## config.mk

```make
export PLATFORM = sky130hd
export DESIGN_NAME = score_timer_display
export DESIGN_NICKNAME = d
export VERILOG_FILES = /design/src/rtl/score_disp_pkg.sv /design/src/rtl/sd_tick_gen.sv /design/src/rtl/sd_bcd_counter.sv /design/src/rtl/sd_scan_mux.sv /design/src/rtl/score_timer_display.sv
export SDC_FILE = /design/constraint.sdc
export NUM_CORES = 1
export LEC_CHECK = 0
export BUFFER_PORTS_ARGS = -buffer_cell sky130_fd_sc_hd__buf_2
export CAP_MARGIN = 20
export CELL_PAD_IN_SITES_DETAIL_PLACEMENT = 0
export CELL_PAD_IN_SITES_GLOBAL_PLACEMENT = 1
export CORE_MARGIN = 5
export CORE_UTILIZATION = 51
export DETAILED_ROUTE_END_ITERATION = 8
export PLACE_DENSITY_LB_ADDON = 0.1
export SYNTH_ARGS = -nofsm -noshare
export SYNTH_HDL_FRONTEND = slang
export SYNTH_SLANG_ARGS = --single-unit
```

## constraint.sdc

```tcl
create_clock -name clk -period 4.25 [get_ports clk]
set_input_delay 0 -clock clk [delete_from_list [all_inputs] [get_ports clk]]
set_output_delay 0 -clock clk [all_outputs]
set_load 0.02 [all_outputs]
```

## src/rtl/score_disp_pkg.sv

```systemverilog
package score_disp_pkg;

  localparam int unsigned SEG_W = 7;

  typedef logic [3:0] bcd_t;

  // True when a BCD digit holds its largest value.
  function automatic logic is_nine(input bcd_t d);
    return d == 4'd9;
  endfunction

  // Next BCD digit value on an increment, wrapping 9 -> 0.
  function automatic bcd_t bcd_step(input bcd_t d);
    return is_nine(d) ? 4'd0 : bcd_t'(d + 4'd1);
  endfunction

  // Active-high pattern, bit 0 = segment a ... bit 6 = segment g.
  function automatic logic [SEG_W-1:0] seg_pattern(input bcd_t d);
    logic [SEG_W-1:0] p;
    case (d)
      4'd0: p = 7'b0111111;
      4'd1: p = 7'b0000110;
      4'd2: p = 7'b1011011;
      4'd3: p = 7'b1001111;
      4'd4: p = 7'b1100110;
      4'd5: p = 7'b1101101;
      4'd6: p = 7'b1111101;
      4'd7: p = 7'b0000111;
      4'd8: p = 7'b1111111;
      4'd9: p = 7'b1101111;
      default: p = 7'b0000000;
    endcase
    return p;
  endfunction

  // Divider counter width for a divide ratio (at least one bit).
  function automatic int unsigned div_width(input int unsigned div);
    return (div > 1) ? $clog2(div) : 1;
  endfunction

endpackage

```

## src/rtl/sd_tick_gen.sv

```systemverilog
module sd_tick_gen
  import score_disp_pkg::*;
#(
  parameter int unsigned DIV = 4
) (
  input  logic clk,
  input  logic rst,
  input  logic en,
  output logic tick
);

  localparam int unsigned CW = div_width(DIV);
  localparam logic [CW-1:0] LAST = CW'(DIV - 1);

  logic [CW-1:0] cnt_q;
  logic          at_last;

  assign at_last = (cnt_q == LAST);
  assign tick    = en && at_last;

  always_ff @(posedge clk) begin
    if (rst)     cnt_q <= '0;
    else if (en) cnt_q <= at_last ? '0 : cnt_q + 1'b1;
  end

  // a paused divider keeps its partial progress
  a_r2_divider_frozen: assert property (@(posedge clk) disable iff (rst)
    !en |=> $stable(cnt_q));

  // the divider never runs past its last state
  a_r2_divider_bounded: assert property (@(posedge clk) disable iff (rst)
    cnt_q <= LAST);

endmodule

```

## src/rtl/sd_bcd_counter.sv

```systemverilog
module sd_bcd_counter
  import score_disp_pkg::*;
#(
  parameter int unsigned DIGITS = 4
) (
  input  logic               clk,
  input  logic               rst,
  input  logic               inc,
  output bcd_t [DIGITS-1:0]  value,
  output logic               saturated
);

  // carry[i] high when every digit below i holds 9
  logic [DIGITS:0] carry;
  assign carry[0]  = 1'b1;
  assign saturated = carry[DIGITS];

  for (genvar i = 0; i < DIGITS; i++) begin : g_digit
    bcd_t d_q;

    assign carry[i+1] = carry[i] && is_nine(d_q);
    assign value[i]   = d_q;

    always_ff @(posedge clk) begin
      if (rst)                               d_q <= '0;
      else if (inc && !saturated && carry[i]) d_q <= bcd_step(d_q);
    end

    // every digit stays a legal decimal digit
    a_r3_digit_legal: assert property (@(posedge clk) disable iff (rst)
      d_q <= 4'd9);
  end

  // without a tick the count does not move
  a_r2_idle_stable: assert property (@(posedge clk) disable iff (rst)
    !inc |=> $stable(value));

  // the ones digit wraps to zero on a carry
  a_r3_ones_wrap: assert property (@(posedge clk) disable iff (rst)
    (inc && !saturated && is_nine(value[0])) |=> value[0] == 4'd0);

  // once full, the count stays full
  a_r4_hold_at_max: assert property (@(posedge clk) disable iff (rst)
    saturated |=> saturated && $stable(value));

endmodule

```

## src/rtl/sd_scan_mux.sv

```systemverilog
module sd_scan_mux
  import score_disp_pkg::*;
#(
  parameter int unsigned DIGITS = 4
) (
  input  logic               clk,
  input  logic               rst,
  input  logic               step,
  input  bcd_t [DIGITS-1:0]  digits,
  output logic [DIGITS-1:0]  an_n,
  output logic [SEG_W-1:0]   seg_n
);

  localparam int unsigned PW = div_width(DIGITS);
  localparam logic [PW-1:0] LAST_POS = PW'(DIGITS - 1);

  logic [PW-1:0] pos_q;
  bcd_t          shown;

  always_ff @(posedge clk) begin
    if (rst)       pos_q <= '0;
    else if (step) pos_q <= (pos_q == LAST_POS) ? '0 : pos_q + 1'b1;
  end

  assign shown = digits[pos_q];
  assign an_n  = ~(DIGITS'(1) << pos_q);
  assign seg_n = ~seg_pattern(shown);

  // exactly one position driven at a time
  a_r5_one_anode: assert property (@(posedge clk) disable iff (rst)
    $countones(~an_n) == 1);

  // a scan step always moves to another position
  a_r5_step_moves: assert property (@(posedge clk) disable iff (rst)
    step |=> pos_q != $past(pos_q));

  // between steps the position holds
  a_r5_dwell: assert property (@(posedge clk) disable iff (rst)
    !step |=> $stable(pos_q));

endmodule

```

## src/rtl/score_timer_display.sv

```systemverilog
module score_timer_display
  import score_disp_pkg::*;
#(
  parameter int unsigned CLK_HZ      = 100_000_000,
  parameter int unsigned TICK_DIV    = CLK_HZ,
  parameter int unsigned REFRESH_DIV = CLK_HZ / 1000,
  parameter int unsigned DIGITS      = 4
) (
  input  logic              clk,
  input  logic              rst,
  input  logic              count_en,
  output logic [DIGITS-1:0] an_n,
  output logic [6:0]        seg_n,
  output logic              dp_n
);

  // Named internal events for the assertions
  logic              sec_tick;
  logic              scan_step;
  logic              at_max;
  bcd_t [DIGITS-1:0] count_val;

  sd_tick_gen #(.DIV(TICK_DIV)) u_sec_div (
    .clk  (clk),
    .rst  (rst),
    .en   (count_en),
    .tick (sec_tick)
  );

  sd_tick_gen #(.DIV(REFRESH_DIV)) u_scan_div (
    .clk  (clk),
    .rst  (rst),
    .en   (1'b1),
    .tick (scan_step)
  );

  sd_bcd_counter #(.DIGITS(DIGITS)) u_count (
    .clk       (clk),
    .rst       (rst),
    .inc       (sec_tick),
    .value     (count_val),
    .saturated (at_max)
  );

  sd_scan_mux #(.DIGITS(DIGITS)) u_scan (
    .clk    (clk),
    .rst    (rst),
    .step   (scan_step),
    .digits (count_val),
    .an_n   (an_n),
    .seg_n  (seg_n)
  );

  assign dp_n = 1'b1;

  // reset leaves a zero count and the ones position selected
  a_r1_reset_clears: assert property (@(posedge clk)
    rst |=> (count_val == '0) && (an_n == ~DIGITS'(1)));

  // seconds only tick while the game runs
  a_r2_tick_gated: assert property (@(posedge clk) disable iff (rst)
    sec_tick |-> count_en);

  // decimal point never lit
  a_r6_dp_off: assert property (@(posedge clk) disable iff (rst)
    dp_n == 1'b1);

endmodule

```

==> out/metrics.csv <==
stage,metric,value,unit
route,initialDrtViolationCount,107,
global_route,grt_usage,0.151,
clocking,clockBufferDepth,2,
finish,drive_gt1_frac,0.134,
sta,timing.final.ws_setup,1.90,ns
yosys,synthTopCellsByCount,"nor2_1 (65), dfxtp_1 (62), nand2_1 (27)",
route,drt_wl_total,5950,um
die,io_pins,15,
yosys,syn_avg_cell_area,8.67,sq um
yosys,seq_area_frac_synth,0.372,
route,drt_first_pass_iters,4,
finish,fill_cells,636,
setup_path,critPathLaunchType,register,
clocking,cts_tree,yes,
global_route,overflow,0,
global_route,antenna_found_initial,0,
sta,setup_viol,0,
yosys,synth.largest_area_cell,dfxtp_1,
sta,fmax,0.426,GHz
status,status,finished clean,
clocking,cts_buffers,9,
setup_path,slowest_delay,0.63,ns
finish,nNetsFinal,407,
finish,post-route-util,0.563,
die,fp-row-count,29,
run,maxCapViolations,0,
yosys,synth.distinct_cells,55,
global_route,grt_max_degree,28,
yosys,synth_edf_count,0,
yosys,synth-seq-cells,62,
die,dieArea,8270,sq um
yosys,ys_warn_count,0,
sta,maxSlewViolCount,0,
clocking,cts-root-buf,clkbuf_8,
setup_path,criticalPathCategory,reg -> out,
worst_hold_path,hold_path_class,in -> reg,
yosys,syn_inst,385,
sta,slew_headroom,0.377,
route,wl_per_cell,12.6,um
finish,diodes,0,
placement,dp_hpwl,4200,um
sta,finalCriticalPeriod,2.35,ns
yosys,synth_nets,399,
clocking,worst_skew_pair.late_latency,0.33,ns
finish,areaGrowthSynthToFinish,7.08,%
clocking,cts_max_level,3,
power_and_ir_drop,powerDensity,291,nW/um^2
clocking,postCtsSetupBuffers,0,
route,drc,0,
placement,pre_cts_ws,1.99,ns
sta,tightest_slew,0.935,ns
clocking,clkTransAtPathRegs,0.06,ns
yosys,async_flop_share,0,
setup_path,path_buf_inv,2,
route,num_vias,2546,
placement,dpl-instance-area,3410,sq um
die,dieWidth,90.9,um
global_route,grt_pass1_wl,10400,um
setup_path,arrival,2.35,ns
sta,rsz0062_at_grt,no,
die,die_h,90.9,um
yosys,synth_top_area_share,0.372,
route,antenna_left,0,
placement,io_buffers,13,
setup_path,end_kind,output pin,
sta,clock-skew-final,0.00901,ns
yosys,syn_area,3340,sq um
setup_path,path_delay_family,multiplexers,
sta,hold_viol_final,0,
die,initial_utilization,0.526,
route,via_per_inst,5.38,
placement,place_congestion,0.762,
power_and_ir_drop,peakVddDrop,0.163,mV
die,core_area,6350,sq um
sta,finalSetupTns,0,ns
clocking,clock-sinks,62,
setup_path,slowest_stage,mux4_2,
yosys,synth.most_common_cell,nor2_1,
setup_path,cp.required,4.25,ns
power_and_ir_drop,leakage,0.00128,uW
setup_path,crit_chain,mux4_2 > inv_1 > ha_1 > nor2_1 > o21ai_0 > buf_2,
yosys,synth_ff_type,dfxtp_1,
sta,period_share,0.553,
setup_path,critPathMaxFanout,9,
global_route,grt_pass1_vias,2243,
yosys,synthTopCellsByArea,"dfxtp_1 (37%), nor2_1 (7.3%), xor2_1 (6.0%)",
finish,post-route-cell-area,3580,sq um
cells by family (layout without fill, tap and decap cells):
| group | after synthesis | count (layout) | share of synthesized area |
|---|---|---|---|
| other cells | 1 | 1 | 0.00112 |
| simple gates | 187 | 187 | 0.315 |
| mux | 12 | 12 | 0.0483 |
| fa+ha+maj | 11 | 11 | 0.0412 |
| buf+inv | 34 | 45 | 0.0461 |
| compound gates | 33 | 33 | 0.0588 |
| xor+xnor | 45 | 45 | 0.118 |
| flops | 62 | 62 | 0.372 |
worst paths after layout:
kind                                                 startpoint                              end  slack [ns]  cells past startpoint
worst min-delay path                                        rst     u_scan.pos_q[1]$_SDFFE_PP0N_        0.07                      2
worst max-delay path               u_scan.pos_q[0]$_SDFFE_PP0N_                         seg_n[1]        1.90                      6
worst max register to register  u_sec_div.cnt_q[0]$_SDFFE_PP0P_  u_sec_div.cnt_q[1]$_SDFFE_PP0P_        2.02                      6
worst min register to register   u_scan_div.cnt_q[0]$_SDFF_PP0_   u_scan_div.cnt_q[0]$_SDFF_PP0_        0.43                      1
state kept, by name, indices dropped and copies added (netlist names):
register / count
u_count.g_digit.d_q: 16
u_sec_div.cnt_q: 27
u_scan_div.cnt_q: 17
u_scan.pos_q: 2
through the flow:
step | power, uW | hold WS, ns | instances
3_3_place_gp | 624 | 0.339 | 458
5_1_grt | 1090 | 0.0706 | 473
4_1_cts | 1060 | 0.0574 | 473
2_1_floorplan | 623 | 0.214 | 385
3_5_place_dp | 624 | 0.339 | 458
6_report | 1040 | 0.0667 | 473
timing repair:
action	CTS	global route
gates resized for setup	0	0
hold endpoints to repair	1	0
hold buffers	1	0
worst reg2reg max path, stage by stage, from the launching register on:
cell	delay, ns
dfxtp_1	0.38
ha_1	0.21
and4_1	0.32
nand3_1	0.17
nor2_1	0.14
or2_1	0.74
nor2_1	0.12
final cells by class:
type	instances	area, sq um	share of cell area
Clock buffer	12	145	0.0406
Clock inverter	2	10.0	0.00280
Inverter	17	63.8	0.0178
Multi-Input combinational cell	289	1940	0.544
Sequential cell	62	1240	0.347
Tap cell	77	96.3	0.0269
Timing Repair Buffer	14	75.1	0.0210
power by group:
part           internal, uW  switching [uW]
combinational          7.42            15.1
clock                   219             209
sequential              586            3.61
metal layers:
| layer | part of all wire | track usage | up-vias |
|---|---|---|---|
| met4 | 0.019 | 0.0709 | 0 |
| met1 | 0.50 | 0.202 | 1157 |
| met5 | 0 | 0 | - |
| li1 | - | - | 1343 |
| met2 | 0.44 | 0.225 | 35 |
| met3 | 0.037 | 0.0400 | 11 |
placed cells by master (no fill, tap or decap), types with 3 or more instances in the layout:
master,netlist,layout
dfxtp_1,62,62
buf_2,9,13
mux2i_1,6,6
a31oi_1,3,3
inv_1,17,17
nand3_1,13,13
nand4_1,17,17
nor4_1,6,6
clkbuf_8,1,10
nand2_1,27,27
and2b_2,3,3
or3_1,3,3
o21ai_0,8,8
mux4_2,3,3
and4_2,3,3
nor2_1,65,65
xnor2_1,22,22
nor3_1,7,7
mux2_2,3,3
ha_1,11,11
xor2_1,23,23
and3_1,6,6
and4_1,6,6
or4_1,3,3
a21oi_1,13,13
nor2b_1,4,4
No activity file was read; power rests on OpenSTA's default activity.
